**config.mk**
```make
export PLATFORM = sky130hd
export DESIGN_NAME = helicity_seq
export DESIGN_NICKNAME = d
export VERILOG_FILES = /design/src/rtl/helicity_seq.sv
export SDC_FILE = /design/constraint.sdc
export NUM_CORES = 1
export LEC_CHECK = 0
export BUFFER_PORTS_ARGS = -buffer_cell sky130_fd_sc_hd__buf_4
export CORE_MARGIN = 2
export CORE_UTILIZATION = 42
export CTS_CLUSTER_SIZE = 20
export DETAILED_ROUTE_END_ITERATION = 6
export HOLD_SLACK_MARGIN = 0.02
export MAX_ROUTING_LAYER = met4
export PLACE_DENSITY = 0.7
export SLEW_MARGIN = 40
export SYNTH_ARGS = -nofsm -noshare
export SYNTH_HDL_FRONTEND = slang
export SYNTH_SLANG_ARGS = --single-unit
```
**constraint.sdc**
```tcl
create_clock -name clk -period 2.05 [get_ports clk]
set_input_delay 0.205 -clock clk [delete_from_list [all_inputs] [get_ports clk]]
set_output_delay 0.205 -clock clk [all_outputs]
set_load 0.05 [all_outputs]
```
**src/rtl/helicity_seq.sv**
```systemverilog
module helicity_seq #(
  parameter logic [29:0] RESET_SEED = 30'h2468ACE1
) (
  input  logic        clk,
  input  logic        rst_n,
  input  logic        win_adv,
  input  logic [2:0]  pat_sel,
  input  logic        line_sync_mode,
  input  logic        seed_ld,
  input  logic [29:0] seed_in,
  output logic        hel_flip,
  output logic        hel_flip_n,
  output logic        pair_sync,
  output logic        pat_sync,
  output logic        ia_cur,
  output logic        ia_prev
);

  typedef enum logic [2:0] {K_PAIR, K_QUAD, K_OCT, K_TOG, K_HEX, K_OCTQ} kind_t;

  logic [29:0] lfsr;
  logic [4:0]  idx;
  kind_t       kind;
  logic        pol, run;

  function automatic kind_t decode(input logic [2:0] sel, input logic ls);
    case (sel)
      3'd0:    return K_PAIR;
      3'd1:    return K_QUAD;
      3'd2:    return K_OCT;
      3'd4:    return ls ? K_TOG : K_HEX;
      3'd5:    return ls ? K_TOG : K_OCTQ;
      default: return K_TOG;
    endcase
  endfunction

  function automatic logic [4:0] last_of(input kind_t k);
    case (k)
      K_QUAD:  return 5'd3;
      K_OCT:   return 5'd7;
      K_HEX:   return 5'd23;
      K_OCTQ:  return 5'd31;
      default: return 5'd1;
    endcase
  endfunction

  kind_t next_kind;
  logic  new_bit, starting, next_rand, quad_bit, tmpl, draw;

  assign next_kind = decode(pat_sel, line_sync_mode);
  assign next_rand = (next_kind != K_TOG);
  assign new_bit   = lfsr[29] ^ lfsr[28] ^ lfsr[27] ^ lfsr[6];
  assign starting  = win_adv && (!run || idx == last_of(kind));
  assign draw      = next_rand ? new_bit : 1'b0;

  always_ff @(posedge clk) begin
    if (!rst_n) begin
      lfsr    <= RESET_SEED;
      idx     <= '0;
      kind    <= K_TOG;
      pol     <= 1'b0;
      run     <= 1'b0;
      ia_cur  <= 1'b0;
      ia_prev <= 1'b0;
    end else begin
      if (starting) begin
        run     <= 1'b1;
        idx     <= '0;
        kind    <= next_kind;
        pol     <= draw;
        ia_cur  <= draw;
        ia_prev <= ia_cur;
      end else if (win_adv) begin
        idx <= idx + 5'd1;
      end
      if (seed_ld && seed_in != '0)
        lfsr <= seed_in;
      else if (starting && next_rand)
        lfsr <= {lfsr[28:0], new_bit};
    end
  end

  assign quad_bit = ~(idx[0] ^ idx[1]);

  always_comb begin
    case (kind)
      K_QUAD:  tmpl = quad_bit;
      K_OCT:   tmpl = quad_bit ^ idx[2];
      K_HEX:   tmpl = quad_bit ^ (idx >= 5'd12);
      K_OCTQ:  tmpl = quad_bit ^ idx[4];
      default: tmpl = ~idx[0];
    endcase
  end

  assign hel_flip   = run & (tmpl ^ pol);
  assign hel_flip_n = ~hel_flip;
  assign pair_sync  = run & ~idx[0];
  assign pat_sync   = run & (idx == 5'd0);

  p_pair_alt_r7: assert property (@(posedge clk) disable iff (!rst_n)
    (run && win_adv) |=> (pair_sync != $past(pair_sync)));

  p_pair_eq_r7: assert property (@(posedge clk) disable iff (!rst_n)
    (kind == K_PAIR) |-> (pat_sync == pair_sync));

  p_ia_shift_r9: assert property (@(posedge clk) disable iff (!rst_n)
    starting |=> (ia_prev == $past(ia_cur)));

  p_seed_nz_r10: assert property (@(posedge clk) disable iff (!rst_n)
    lfsr != '0);

  p_fallback_r6: assert property (@(posedge clk) disable iff (!rst_n)
    (starting && line_sync_mode) |=> (kind != K_HEX && kind != K_OCTQ));

  p_tog_nodraw_r5: assert property (@(posedge clk) disable iff (!rst_n)
    (starting && !next_rand && !seed_ld) |=> $stable(lfsr));

  p_hold_r12: assert property (@(posedge clk) disable iff (!rst_n)
    (!win_adv && !seed_ld) |=> ($stable(lfsr) && $stable(hel_flip) && $stable(pat_sync) && $stable(ia_cur)));

endmodule

```
==> results_dict.tcl <==
set metrics [dict create \
    worst_slew_pin_slew_ns 0.4218 \
    first_pass_iters 4 \
    cts_tree "done" \
    synth_top_area_share_pct 40.57 \
    failed_checks "negative setup slack" \
    htree_num_levels 2 \
    setup.worst_path.end_class "output port" \
    netlist_top_cells_count "41 x dfxtp_1, 32 x mux2i_1, 28 x nor2_1" \
    grt_max_degree 18 \
    overflow 0 \
    rows 25 \
    yosys.area.top_type "dfxtp_1" \
    io_pins 44 \
    drive_gt1_share_pct 28.28 \
    drc 0 \
    place_ws_ns -0.01990 \
    portBuffers 43 \
    rsz0062_at_grt "yes" \
    outcome "finished with violations" \
    fin_crit_sh_pct 102.7 \
    start_util_pct 43.12 \
    synth_warnings 0 \
    grt_first_pass_wirelength_mm 8.031 \
    setup_viol 12 \
    netlist_area_sq_mm 0.002023 \
    wl_per_cell_microns 13.90 \
    crit_required_ns 1.85 \
    drt-total-wl_mm 4.781 \
    vias 1815 \
    cap_violations 0 \
    hp-class "input pin to register" \
    numClockSinks 41 \
    finalCriticalPeriod_ns 2.104 \
    powerDensity_mw_per_mm2 670.7 \
    max_slew_margin_pct 71.84 \
    startpoint_type "register" \
    route.met3.wl_microns 151 \
    track_usage_pct 20.02 \
    worst-setup-path-type "register to output port" \
    p_leak_uw 0.001073 \
    core_sq_mm 0.004692 \
    clock_latency_ns 0.30 \
    async_reset_ff_share_pct 0 \
    nets 329 \
    antenna_found_initial 0 \
    yosys_most_used_dff "dfxtp_1" \
    cts-root-buf "clkbuf_8" \
    synth_area_leaders "dfxtp_1 41%, mux2i_1 16%, o21ai_1 6.2%" \
    numCtsBuffers 5 \
    synth_cell_type_count 35 \
    grt_pass1_vias 1817 \
    ys_ff_latch 41 \
    area_growth_pct 31.54 \
    ant_nets 0 \
    hpwl_mm 3.568 \
    yosysSeqAreaShare_pct 40.57 \
    drv_slew 0 \
    die_w_microns 73.41 \
    fmax_mhz 475.2 \
    final_util_pct 56.72 \
    synth_edf_count 0 \
    drt_iter0_drc 52 \
    cts_max_path_buffers 2 \
    cp.arrival_ns 1.90 \
    clk_pin_slew_worst_paths_ns 0.08 \
    path_max_fanout 5 \
    fp.dieH_microns 73.41 \
    via_per_inst 5.276 \
    routedLengthMet1_mm 2.035 \
    syn_avg_cell_area_sq_um 8.646 \
    top_layer_used "met4" \
    finalClockSkew_ns 0.005650 \
    syn-num-nets 274 \
    yosysMostFrequentCell "dfxtp_1" \
    max-vdd-ir-drop_mv 0.4425 \
    wl_met2_mm 2.513 \
    antenna_cells 0 \
    dieArea_sq_mm 0.005388 \
    synthCells 234 \
    fin_ws_ns -0.05434 \
    hold_viol_final 0 \
    routabilityCongestion 0.8245 \
    finalPower_uw 1785 \
]
[area by class of cell]
class	instances	area, sq um
Inverter	5	18.77
Fill cell	445	2031
Multi-Input combinational cell	176	1181
Clock buffer	5	68.82
Tap cell	54	67.56
Sequential cell	41	824.5
Clock inverter	3	17.52
Timing Repair Buffer	60	483.0
[worst max-delay path, stage by stage, from the launching register on]
cell and delay, ns:
dfxtp_2 0.37, nor2b_4 0.18, o21ai_1 0.08, a22oi_1 0.20, xnor2_1 0.11, o21ai_2 0.19, mux2_4 0.32, buf_6 0.15
[final timing paths]
path / from / endpoint / slack (ns) / depth (start not counted)
setup reg to reg: kind[1] / lfsr[19] / -0.03 / 7
hold / removal: seed_in[16] / lfsr[16] / 0.11 / 3
hold reg to reg: ia_prev / ia_prev / 0.45 / 2
setup / recovery: kind[2] / hel_flip / -0.05 / 7
[metal layers]
metal  vias up  track usage, %
met5         -               -
met4         0           7.677
li1        930               -
met2        37           33.83
met1       841           22.82
met3         7           4.938
[where the power goes]
| part | switching, uW | internal [uW] |
|---|---|---|
| sequential | 34.3 | 847 |
| combinational | 192 | 191 |
| clock | 285 | 235 |
| total | 512 | 1270 |
[per-stage QoR]
step                       TNS, ns  hold slack, ns  instances  instance area (sq um)
after global placement           0          0.4194        336                   2506
after floorplan           -0.08006          0.3196        234                   2033
after global routing        -3.384          0.1183        344                   2661
after CTS                  -0.3619          0.1073        344                   2654
after detailed placement  -0.08291          0.4214        336                   2506
final                      -0.1745          0.1124        344                   2661
[state kept, by name (all words and copies together) (netlist names)]
register  cells
idx           5
ia_prev       1
lfsr         30
pol           1
run           1
kind          3
[cell usage in the layout (no fill, tap or decap), types with 2 or more instances in the layout]
cell	count
a21oi_1	15
and3b_1	2
buf_12	2
buf_4	56
buf_6	2
clkbuf_8	5
clkinv_2	2
dfxtp_1	38
dfxtp_2	3
inv_1	5
mux2i_1	31
nand2_1	26
nand3_1	3
nand4_1	5
nor2_1	28
nor2b_1	2
nor4_1	7
o21ai_0	2
o21ai_1	24
xnor2_1	6
xor2_1	3
[timing repair]
action,in CTS,in global routing
buffers inserted,0,0
resized for setup,13,1
setup endpoints to repair,30,42
hold endpoints to repair,0,0
hold buffers,0,0
[cell families after synthesis]
group | share of synthesized area (%)
AO/OA/AOI/OAI | 13.92
XOR/XNOR | 3.896
adder cells (fa/ha/maj) | 1.237
buffers and inverters | 4.391
flip-flops | 40.57
multiplexers | 16.39
AND/OR/NAND/NOR | 19.60
Note: power is estimated with default switching activity, not from simulation.
